$ cat src/rtl/nv_cfg_keeper.sv
module nv_cfg_keeper #(
  parameter int NREGS = 8,
  parameter int LAT = 5,
  parameter int CMD_IDX = 114,
  parameter logic [6:0] ADDR_MAIN = 7'h6A,
  parameter logic [6:0] ADDR_ALT = 7'h68,
  parameter logic [7:0] SEED = 8'h3C,
  parameter logic [7:0] STEP = 8'd37
) (
  input  logic       clk,
  input  logic       rst_n,
  input  logic       start_evt,
  input  logic       stop_evt,
  input  logic       byte_evt,
  input  logic [7:0] byte_data,
  output logic       ack_en,
  output logic [7:0] tx_data
);
  localparam int IW = (NREGS > 1) ? $clog2(NREGS) : 1;
  localparam int CW = (LAT > 1) ? $clog2(LAT) : 1;
  localparam logic [7:0] NR8 = 8'(NREGS);
  localparam logic [7:0] CMD8 = 8'(CMD_IDX);
  localparam logic [IW-1:0] LAST = IW'(NREGS - 1);
  localparam logic [CW-1:0] CLAST = CW'(LAT - 1);

  typedef enum logic [1:0] {S_IDLE, S_WAIT, S_COPY} st_t;
  typedef enum logic [2:0] {P_IDLE, P_ADDR, P_PTR, P_WDAT, P_RD, P_SKIP} ph_t;

  st_t st;
  ph_t ph;
  logic op_save, cmd_save, cmd_rest;
  logic [CW-1:0] cnt;
  logic [IW-1:0] idx;
  logic [7:0] ptr;
  logic [7:0] regs [NREGS];
  logic [7:0] store [NREGS];

  wire [6:0] my_addr = regs[0][0] ? ADDR_ALT : ADDR_MAIN;
  wire addr_hit = byte_data[7:1] == my_addr;
  wire in_bank = ptr < NR8;
  wire idle = st == S_IDLE;

  assign ack_en = idle && ((ph == P_ADDR && addr_hit) || ph == P_PTR || ph == P_WDAT);
  assign tx_data = in_bank ? regs[ptr[IW-1:0]] :
                   (ptr == CMD8) ? {4'b0, cmd_save, 2'b0, cmd_rest} : 8'h00;

  always_ff @(posedge clk or negedge rst_n) begin
    if (!rst_n) begin
      st <= S_WAIT;
      op_save <= 1'b0;
      cnt <= '0;
      idx <= '0;
      cmd_save <= 1'b0;
      cmd_rest <= 1'b0;
      ph <= P_IDLE;
      ptr <= 8'h00;
      for (int i = 0; i < NREGS; i++) begin
        regs[i] <= 8'h00;
        store[i] <= 8'(SEED + STEP * 8'(i));
      end
    end else begin
      if (start_evt) ph <= P_ADDR;
      else if (stop_evt) ph <= P_IDLE;
      else if (byte_evt) begin
        case (ph)
          P_ADDR: ph <= (idle && addr_hit) ? (byte_data[0] ? P_RD : P_PTR) : P_SKIP;
          P_PTR: begin
            ptr <= byte_data;
            ph <= P_WDAT;
          end
          P_WDAT: begin
            if (idle) begin
              if (in_bank) regs[ptr[IW-1:0]] <= byte_data;
              else if (ptr == CMD8) begin
                cmd_save <= byte_data[3];
                cmd_rest <= byte_data[0];
              end
            end
            ptr <= ptr + 8'd1;
          end
          P_RD: ptr <= ptr + 8'd1;
          default: ;
        endcase
      end

      case (st)
        S_IDLE:
          if (stop_evt && (cmd_save || cmd_rest)) begin
            st <= S_WAIT;
            op_save <= cmd_save;
            cnt <= '0;
          end
        S_WAIT:
          if (cnt == CLAST) begin
            st <= S_COPY;
            idx <= '0;
          end else cnt <= cnt + 1'b1;
        S_COPY: begin
          if (op_save) store[idx] <= regs[idx];
          else regs[idx] <= store[idx];
          if (idx == LAST) begin
            st <= S_IDLE;
            cmd_save <= 1'b0;
            cmd_rest <= 1'b0;
          end else idx <= idx + 1'b1;
        end
        default: st <= S_IDLE;
      endcase
    end
  end

  a_r6_start_on_stop: assert property (@(posedge clk) disable iff (!rst_n)
    (st == S_IDLE && !stop_evt) |=> st == S_IDLE);
  a_r7_refuse_busy: assert property (@(posedge clk) disable iff (!rst_n)
    (st != S_IDLE) |-> !ack_en);
  a_r7_copy_after_wait: assert property (@(posedge clk) disable iff (!rst_n)
    (st == S_WAIT && cnt == CLAST) |=> (st == S_COPY && idx == '0));
  a_r10_self_clear: assert property (@(posedge clk) disable iff (!rst_n)
    (st == S_COPY && idx == LAST) |=> (!cmd_save && !cmd_rest && st == S_IDLE));
  a_r11_cmd_frozen: assert property (@(posedge clk) disable iff (!rst_n)
    (st == S_WAIT) |=> $stable({cmd_save, cmd_rest}));
  a_r12_save_wins: assert property (@(posedge clk) disable iff (!rst_n)
    (st == S_IDLE && stop_evt && cmd_save) |=> (st == S_WAIT && op_save));
endmodule

$ cat config.mk
export PLATFORM = sky130hd
export DESIGN_NAME = nv_cfg_keeper
export DESIGN_NICKNAME = d
export VERILOG_FILES = /design/src/rtl/nv_cfg_keeper.sv
export SDC_FILE = /design/constraint.sdc
export NUM_CORES = 1
export LEC_CHECK = 0
export BUFFER_PORTS_ARGS = -buffer_cell sky130_fd_sc_hd__buf_2
export CORE_MARGIN = 2
export CORE_UTILIZATION = 57
export CTS_BUF_LIST = sky130_fd_sc_hd__clkbuf_8
export DETAILED_ROUTE_END_ITERATION = 16
export PLACE_DENSITY = 0.74
export SETUP_SLACK_MARGIN = 0.4
export SLEW_MARGIN = 20
export SYNTH_ARGS = -nofsm -noshare
export SYNTH_HDL_FRONTEND = slang
export SYNTH_SLANG_ARGS = --single-unit
$ cat constraint.sdc
create_clock -name clk -period 3.6 [get_ports clk]
set_input_delay 0 -clock clk [delete_from_list [all_inputs] [get_ports clk]]
set_output_delay 0 -clock clk [all_outputs]
set_load 0.02 [all_outputs]
Word-level counts from Yosys, hierarchy flattened
Index checks and enable logic that the tools add are counted.

storage, ports and cells
  output and inout bits = 9
  bits in registers = 150
  word-level logic and storage cells = 136
  input bits = 13

cells by class
  reduce and logical (&&, ||, !) cells = 23
  eq/ne operators = 15
  $add $sub $neg = 3
  mux-type cells = 62
  order comparisons = 5
  bitwise logic cells = 4

operators by type and width
  operator                                                  count
  2-to-1 mux 64 bit                                         8
  bitwise mux 64 bit                                        3
  binary-select mux 8 bit (select 3 bit)                    3
  2-to-1 mux 8 bit                                          9
  demux 8 bit (select 3 bit)                                2
  2-to-1 mux 3 bit                                          9
  2-to-1 mux 1 bit                                          18
  one-hot mux 3 bit (2 select lines)                        3
  one-hot mux 8 bit (2 select lines)                        1
  equality test 3 bit, second input constant                3
  AND reduction 3 bit                                       3
  adder 8 x 1 -> 8 bit, second input constant               1
  equality test 8 x 7 -> 1 bit, second input constant       1
  greater-or-equal comparator 4 bit, second input constant  2
  < comparator 4 x 1 -> 1 bit, second input constant        2
  < comparator 8 x 4 -> 1 bit, second input constant        1
  2-to-1 mux 2 bit                                          4
  inequality test 2 bit, second input constant              4
  NOT 3 -> 4 bit                                            2
  equality test 7 bit                                       1
  adder 3 x 1 -> 3 bit, second input constant               2
  equality test 3 x 2 -> 1 bit, second input constant       2
  logical AND 1 bit                                         6
  one-hot mux 2 bit (3 select lines)                        1
  other kinds (14)                                          21

Depth between registers and ports, before layout
Gate-level depths: netlist (run 1).

  depth in word-level cells = 15
  depth in mapped cells = 9
  mapped depth without buffers = 6

Least setup slack after synthesis (run 1)
OpenSTA, ideal clock, no wires.

  path type = register -> register
  from = reg ptr[0]
  to = reg cmd_rest
  arrival = 2.394 ns
  stages on the path, launching flop included = 10
  slack = 1.082 ns
  cell sequence = dfrtp_1 -> buf_2 -> buf_2 -> inv_1 -> buf_1 -> ha_1 -> or4b_4 -> or4_4 -> o21ai_1 -> a21oi_1

between the ends
  word-level cells in the longest chain between the ends = 10
  elaborated cells on any way between the ends = 11
  those cells by class = order compare (1); eq/ne (1); mux (9)

RTL lines
  item                                                                 RTL line  RTL
  from (decl)                                                          34        logic [7:0] ptr;
  from (signal assigned)                                               68        ptr <= byte_data;
  from (signal assigned)                                               79        ptr <= ptr + 8'd1;
  from (signal assigned)                                               81        P_RD: ptr <= ptr + 8'd1;
  branches (longest 2 deep; another with < comparator 8 x 4 -> 1 bit)  --
  2-to-1 mux 1 bit (*)                                                 73        if (in_bank) regs[ptr[IW-1:0]] <= byte_data;
  2-to-1 mux 1 bit (*)                                                 72        if (idle) begin
  2-to-1 mux 1 bit (*)                                                 65        case (ph)
  2-to-1 mux 1 bit (*)                                                 64        else if (byte_evt) begin
  2-to-1 mux 1 bit (*)                                                 63        else if (stop_evt) ph <= P_IDLE;
  2-to-1 mux 1 bit (*)                                                 62        if (start_evt) ph <= P_ADDR;
  2-to-1 mux 1 bit                                                     101       if (idx == LAST) begin
  2-to-1 mux 1 bit (*)                                                 86        case (st)
  to (signal assigned)                                                 76        cmd_rest <= byte_data[0];
  to (decl)                                                            31        logic op_save, cmd_save, cmd_rest;

Every way passes the cells marked *.
A chain may end at the register's enable or synchronous reset.

Worst setup path after layout (run 1)
  from = reg idx[0]
  to = reg regs[57] (netlist name)

between the ends
  word-level cells in the longest chain between the ends = 8
  elaborated cells on any way between the ends = 12
  those cells by class = order compare (2); mux (8); bitwise (1); reduce/logical (1)

RTL lines
  item                                                                                                           RTL line  RTL
  from (decl)                                                                                                    33        logic [IW-1:0] idx;
  from (signal assigned)                                                                                         105       end else idx <= idx + 1'b1;
  NOT 3 -> 4 bit (implied by the code) (*)                                                                       100       else regs[idx] <= store[idx];
  greater-or-equal comparator 4 bit (implied by the code) / < comparator 4 x 1 -> 1 bit (equally long branches)  100
  logical AND 1 bit (implied by the code)                                                                        100
  2-to-1 mux 8 bit (implied by the code)                                                                         100
  demux 8 bit (select 3 bit)                                                                                     100
  bitwise mux 64 bit (*)                                                                                         100
  2-to-1 mux 64 bit (*)                                                                                          99        if (op_save) store[idx] <= regs[idx];
  2-to-1 mux 64 bit (*)                                                                                          86
  to (signal, indexed assignment)                                                                                73
  to (signal, indexed assignment)                                                                                100
  to (decl)                                                                                                      35        logic [7:0] regs [NREGS];

Mark *: on every way between the ends. The rest lies on a longest branch, timed or not. The select of a mux whose other input is x is not followed.

==> key figures, run 1 <==
Status
  – Outcome: finished, final reports clean

Routing
  – # DRC: 0
  – TritonRoute pass-1 iters: 6
  – Detailed-route vias per instance: 7.19
  – Routed wire per std cell: 25.1 um
  – Antenna-violating nets left: 0
  – Detailed-route wire length: 27.5 mm
  – Via count: 7888
  – Detailed Route Iter0 Violations: 994

Place
  – Buffers added on ports: 21
  – Gpl congestion: 0.970
  – Final HPWL from detailed placement: 17.8 mm

CTS
  – Maximum count of clock buffers along a single path: 2
  – Clk slew on worst S/H paths: 0.10 ns
  – Clock tree sinks: 150
  – # H-tree levels: 4
  – Clock root buffer: clkbuf_8
  – Clock tree from TritonCTS: built
  – Latest clock arrival within the worst-skew pair: 0.48 ns
  – Resized cells post-CTS: 0
  – Inserted Clock Buffers: 17

Power
  – Net switching power of the design: 1.02 mW
  – Switching power as a share of total power: 28.8%
  – Combinational cell fraction of total power: 10.6%
  – Largest vdd supply drop: 0.000267 V
  – Relative contribution of sequential cells to total power: 49.1%
  – Power density over the cells: 365 nW/um2
  – LEAKAGE: 3.94 nW
  – Part of the total power dissipated in the clock network: 40.2%
  – Internal portion of total power: 2.51 mW

Worst setup path
  – Largest stage delay on the critical path: 0.74 ns
  – Endpoint arrival time on the critical path: 2.97 ns
  – Sequence of cells on the critical path: nor2_1 > nand2_1 > o211ai_1 > o211ai_1
  – Worst-path maximum fanout: 27
  – Sum of buffers and inverters on the critical path: 0
  – Top Family by Delay on Critical Path: simple AND/OR/NAND/NOR gates
  – Cell mode on critical path: o211ai_1
  – Critical Path Source Type: flip-flop
  – Critical setup path kind: flip-flop to flip-flop
  – Required time reported for the critical path endpoint: 3.94 ns
  – Critical Path Slowest Stage Cell: dfrtp_1
  – Type of destination of the critical path: flip-flop

Synth
  – Most common cell in the synthesized netlist: dfrtp_1
  – Number of enable-type register cells in the synthesized netlist: 0
  – Dominant synthesized flop cell: dfrtp_1
  – Number of library cell types mapped by synthesis: 82
  – Ranking of synthesized cells by area: dfrtp_1, dfstp_2, mux2_2, mux4_2, o21ai_0
  – Share of synthesized flip-flops with an asynchronous set or reset: 100%
  – Synthesized area: 8960 um2
  – Mean instance size in the synthesized netlist: 10.2 um2
  – Nets in the synthesized netlist: 894
  – Most common library cells after synthesis: dfrtp_1, o21ai_0, mux2_2
  – Number of storage elements in the synthesis netlist: 150
  – Sequential fraction of the synthesis area: 42.4%
  – Area share of the largest cell type after synthesis: 32.4%
  – Yosys warning total: 0
  – Gate count after technology mapping: 875
  – Cell type contributing the most total cell area after synthesis: dfrtp_1

Final layout
  – Share of the core filled with cells in the final layout: 63.3%
  – Signed area change from the synthesized netlist to the final layout: 7.73%
  – Count of inserted antenna diode cells: 0
  – Fraction of layout cells with a size suffix above 1: 27.3%
  – Number of nets in the finished design: 892

Global route
  – First-pass GRT wire length: 43.2 mm
  – Via count of the first global-routing pass: 7796
  – Antenna violations before repair: 0
  – All-Layer GR Usage: 34.2%
  – Largest net degree at the start of global routing: 95
  – Total grt overflow: 0

Floorplanning
  – Height of the chip: 129 um
  – Std cell rows: 45
  – Die boundary width: 129 um
  – Die area: 16700 um2
  – # IOs: 22
  – Placeable core area: 15300 um2
  – Initial Utilization: 58.7%

STA
  – Least-Margin Pin Slew: 1.02 ns
  – Sum Neg Setup Slack: 0 ns
  – Clock tree skew after final layout: 0.0150 ns
  – Count of final setup violators: 0
  – Setup repair after global routing missed its margin: no
  – Share of the clock period used by the worst path after layout: 73.1%
  – Normalized max-slew margin: 32.2%
  – Max-slew violation count: 0
  – Count of endpoints failing hold in the final timing report: 0
  – F_max: 380 MHz
  – Clock period minus final worst setup slack: 2.63 ns

Run
  – Max-cap violation count: 0

Worst hold path
  – Class of the most critical hold timing path: input pin to asynchronous set/reset pin
[layout make-up]
cell class	count	area, um2
Clock inverter	15	193
Sequential cell	150	3800
Inverter	12	45.0
Multi-Input combinational cell	636	4710
Clock buffer	17	234
Timing Repair Buffer	56	407
Fill cell	1249	5600
Tap cell	211	264
[worst register-to-register path: stages, from the launching register on]
cell and delay [ns]:
dfrtp_1 0.74, nor2_1 0.69, nand2_1 0.66, o211ai_1 0.29
o211ai_1 0.11
[registers in the layout (all words and copies together), names as in the netlist]
register and flops:
op_save 1, cmd_save 1, ph 3, cnt 3, regs 64, store 64, st 2, idx 3
ptr 8, cmd_rest 1
[cells in the final DEF, fill, tap and decap left out, types with 4 or more instances in the layout]
master and n:
a21oi_1 43, a221oi_1 5, a221oi_2 4, a22oi_1 19
a2bb2oi_1 5, a31oi_1 57, a41oi_1 6, and2_1 8
buf_2 20, buf_4 22, clkbuf_8 17, dfrtp_1 113
dfstp_2 34, dlygate4sd3_1 13, ha_1 6, inv_1 11
inv_6 4, mux2_1 4, mux2_2 69, mux2i_1 25
mux4_2 19, nand2_1 45, nand2_2 6, nand3_1 13
nand3b_1 5, nand4_1 35, nor2_1 64, nor2_2 4
nor2b_1 7, nor3_1 10, nor3b_1 4, o21a_1 4
o21ai_0 81, o22ai_1 11
[metrics by stage]
step                worst slack, ns  hold slack [ns]  total power [mW]  cells  area [um2]
finish                        0.968            0.207              3.53   1097        9660
global route                  0.795            0.256              3.63   1097        9660
CTS                           0.973            0.222              3.52   1097        9660
detailed placement             1.01            0.173              2.11   1052        9100
global placement               1.11            0.163              2.10   1052        9100
floorplan                      1.08           -0.296              1.95    875        8960
[power groups by stage]
stage,registers (mW),clock network (mW),logic [mW]
after global placement,1.76,0,0.341
after detailed placement,1.76,0,0.345
after floorplan,1.74,0,0.213
final,1.73,1.42,0.375
after CTS,1.73,1.44,0.356
after global routing,1.73,1.51,0.389
[final timing paths]
path | slack (ns) | to | from | cells past startpoint
max | 0.97 | regs[57] | idx[0] | 4
min | 0.21 | ptr[7] | rst_n | 2
max reg2reg | 0.97 | regs[57] | idx[0] | 4
min reg2reg | 0.50 | store[40] | store[40] | 2
max in group asynchronous | 2.36 | store[39] | rst_n | 3
min in group clk | 0.41 | ph[1] | start_evt | 4
[metal layers]
metal | vias up | routed length (um) | global-route usage (%)
met5 | - | 0 | 0
met4 | 0 | 1360 | 18.7
met3 | 110 | 2810 | 8.55
met2 | 555 | 12700 | 52.4
met1 | 3902 | 10600 | 45.1
li1 | 3321 | - | -
[cells by family after synthesis]
family	share of synthesized area, %
multiplexers	17.5
flip-flops	42.4
AND/OR/NAND/NOR	14.7
adder cells (fa/ha/maj)	0.837
AO/OA/AOI/OAI	19.4
buffers and inverters	5.05
XOR/XNOR	0.195
[what timing repair did]
item | 4_1_cts | 5_1_grt
hold buffers | 13 | 0
endpoints found under the setup margin | 0 | 0
setup buffers | 0 | 0
endpoints found under the hold margin | 152 | 0
Note: power is estimated with default switching activity, not from simulation.
==> inputs of run 2 (changes only) <==
--- a/config.mk
+++ b/config.mk
@@ -5,12 +5,13 @@
 export SDC_FILE = /design/constraint.sdc
 export NUM_CORES = 1
 export LEC_CHECK = 0
+export ABC_AREA = 1
 export BUFFER_PORTS_ARGS = -buffer_cell sky130_fd_sc_hd__buf_2
 export CORE_MARGIN = 2
 export CORE_UTILIZATION = 57
 export CTS_BUF_LIST = sky130_fd_sc_hd__clkbuf_8
 export DETAILED_ROUTE_END_ITERATION = 16
-export PLACE_DENSITY = 0.74
+export PLACE_DENSITY = 0.77
 export SETUP_SLACK_MARGIN = 0.4
 export SLEW_MARGIN = 20
 export SYNTH_ARGS = -nofsm -noshare
==> constraint.sdc (replaced) <==
create_clock -name clk -period 2.3 [get_ports clk]
set_input_delay 0 -clock clk [delete_from_list [all_inputs] [get_ports clk]]
set_output_delay 0 -clock clk [all_outputs]
set_load 0.02 [all_outputs]
==> key figures, run 2 <==
Place
  – Final HPWL from detailed placement: 20.2 mm
  – Dpl ws: 0.295 ns
  – Post-place instance area: 9570 um2
  – Buffers added on ports: 21
  – Gpl congestion: 0.974

Synth
  – Dominant synthesized flop cell: dfrtp_1
  – Nets in the synthesized netlist: 1336
  – Most common library cells after synthesis: nand2_1, dfrtp_1, inv_1
  – Mean instance size in the synthesized netlist: 7.04 um2
  – Sequential fraction of the synthesis area: 40.9%
  – Number of enable-type register cells in the synthesized netlist: 0
  – Most common cell in the synthesized netlist: nand2_1
  – Number of library cell types mapped by synthesis: 38
  – Number of storage elements in the synthesis netlist: 150
  – Yosys warning total: 0
  – Area share of the largest cell type after synthesis: 31.3%
  – Synthesized area: 9270 um2
  – Share of synthesized flip-flops with an asynchronous set or reset: 100%
  – Gate count after technology mapping: 1317
  – Ranking of synthesized cells by area: dfrtp_1, nand2_1, dfstp_2, o21ai_0, nand4_1
  – Cell type contributing the most total cell area after synthesis: dfrtp_1

STA
  – Least-Margin Pin Slew: 0.529 ns
  – Normalized max-slew margin: 64.7%
  – Sum Neg Setup Slack: 0 ns
  – Max-slew violation count: 0
  – Count of endpoints failing hold in the final timing report: 0
  – Clock period minus final worst setup slack: 1.97 ns
  – Count of final setup violators: 0
  – Share of the clock period used by the worst path after layout: 85.9%
  – Setup repair after global routing missed its margin: yes
  – Smallest setup slack after layout: 0.325 ns
  – F_max: 506 MHz
  – Clock tree skew after final layout: 0.0182 ns

Global route
  – First-pass GRT wire length: 47.4 mm
  – Largest net degree at the start of global routing: 55
  – Antenna violations before repair: 0
  – Via count of the first global-routing pass: 8687
  – Total grt overflow: 0
  – All-Layer GR Usage: 34.8%

CTS
  – Clock tree sinks: 150
  – Clk slew on worst S/H paths: 0.09 ns
  – Inserted Clock Buffers: 17
  – Clock root buffer: clkbuf_8
  – Maximum count of clock buffers along a single path: 2
  – Clock tree from TritonCTS: built
  – Latest clock arrival within the worst-skew pair: 0.49 ns
  – # H-tree levels: 4

Worst setup path
  – Worst-path maximum fanout: 6
  – Required time reported for the critical path endpoint: 2.30 ns
  – Endpoint arrival time on the critical path: 1.97 ns
  – Startpoint of the worst register-to-register path: ptr[1]
  – Setup crit end: tx_data[4]
  – Critical setup path kind: flip-flop to primary output
  – Type of destination of the critical path: primary output
  – Cell count of the worst reg-to-reg path: 10
  – Crit path from: ptr[0]
  – Critical Path Source Type: flip-flop
  – Endpoint of the worst-slack reg-to-reg timing path: regs[23]
  – Setup slack on the worst flop-to-flop path: 0.45 ns

Floorplanning
  – Die boundary width: 132 um
  – # IOs: 22
  – Die area: 17300 um2
  – Std cell rows: 46
  – Placeable core area: 15900 um2
  – Initial Utilization: 58.4%
  – Height of the chip: 132 um

Routing
  – Detailed-route vias per instance: 6.02
  – Via count: 9683
  – Routed wire per std cell: 19.3 um
  – Detailed-route wire length: 31.0 mm
  – Detailed Route Iter0 Violations: 1498
  – # DRC: 0
  – Antenna-violating nets left: 0
  – TritonRoute pass-1 iters: 6

Power
  – Power density over the cells: 565 nW/um2
  – LEAKAGE: 5.29 nW
  – Largest vdd supply drop: 0.000477 V
  – Total Power: 6.13 mW

Status
  – Outcome: finished, final reports clean

Final layout
  – Cell area after layout: 10900 um2
  – Leading registers by flop count: regs (64), store (64), ptr (8)
  – Number of nets in the finished design: 1398
  – Leading cell type in the layout, fill and taps excluded: nand2_1
  – Count of inserted antenna diode cells: 0
  – Most used cells in the layout excluding fill and tap cells: nand2_1, dfrtp_1, nor2_1, inv_1, nand4_1
  – Signed area change from the synthesized netlist to the final layout: 17.2%
  – # fillers: 1321
  – Fraction of layout cells with a size suffix above 1: 19.8%

Run
  – Max-cap violation count: 0

Worst hold path
  – Class of the most critical hold timing path: input pin to asynchronous set/reset pin
==> run 2: changes by cell type after synthesis, moves of 19 or more <==
cell	previous run	this run
a22oi_1	19	0
clkbuf_1	32	3
inv_1	11	100
mux2_2	69	0
mux2i_1	25	0
mux4_2	19	0
nand2_1	45	531
nand3_1	13	59
nand4_1	35	62
nor2_1	64	93
==> run 2: cell type report <==
cell class	count	area, um2	share of cell area (%)
Tap cell	216	270	2.49
Sequential cell	150	3810	35.1
Clock inverter	14	198	1.82
Inverter	116	460	4.24
Multi-Input combinational cell	998	4950	45.6
Clock buffer	18	248	2.28
Timing Repair Buffer	96	926	8.52
==> run 2: metrics by stage <==
stage	hold WS, ns	cells	utilization [%]
6_report	0.0214	1608	68.4
4_1_cts	0.0434	1586	65.2
5_1_grt	0.0843	1608	68.4
2_1_floorplan	-0.296	1317	-
3_3_place_gp	-0.00942	1527	60.2
3_5_place_dp	-0.0127	1527	60.2
==> run 2: how the worst min path moves through the flow <==
stage / startpoint / end / slack, ns / cells past startpoint
floorplan: rst_n / cmd_rest / -0.30 / 0
global placement: rst_n / ptr[4] / -0.009 / 1
detailed placement: rst_n / ptr[4] / -0.01 / 1
CTS: start_evt / ph[1] / 0.04 / 6
global route: rst_n / ptr[4] / 0.08 / 2
finish: rst_n / ptr[4] / 0.02 / 2
==> run 2: critical path, cell delays in order, from the launching register on <==
cell and delay, ns:
dfrtp_2 0.46, clkinv_4 0.10, buf_12 0.14, buf_4 0.12, a21oi_2 0.05, o21ai_2 0.09
o211ai_1 0.14, nor2_1 0.22, buf_4 0.18
==> run 2: where the power goes <==
group / total (mW) / switching (mW) / internal (mW)
Clock: 2.34 / 1.12 / 1.22
Sequential: 2.72 / 0.0488 / 2.67
Combinational: 1.08 / 0.679 / 0.397
Total: 6.13 / 1.85 / 4.28
==> run 2: cell families after synthesis <==
logic type               after synthesis  synth area share, %
XOR/XNOR                               4                0.378
adder cells (fa/ha/maj)                6                0.810
flip-flops                           150                 40.9
AO/OA/AOI/OAI                        193                 11.6
AND/OR/NAND/NOR                      795                 37.8
buffers and inverters                169                 8.45
==> run 2: timing repair <==
item / in CTS / in global routing
hold buffers: 12 / 0
buffers inserted: 14 / 20
resized for setup: 32 / 99
pin swaps: 5 / 27
cloned: 1 / 2
hold endpoints to repair: 153 / 0
endpoints found under the setup margin: 36 / 107
==> run 2: per-layer routing <==
metal	share of wire [%]	global-route usage [%]
met3	12	8.41
met2	45	52.6
met5	0	0
met4	5.4	18.7
met1	38	46.1
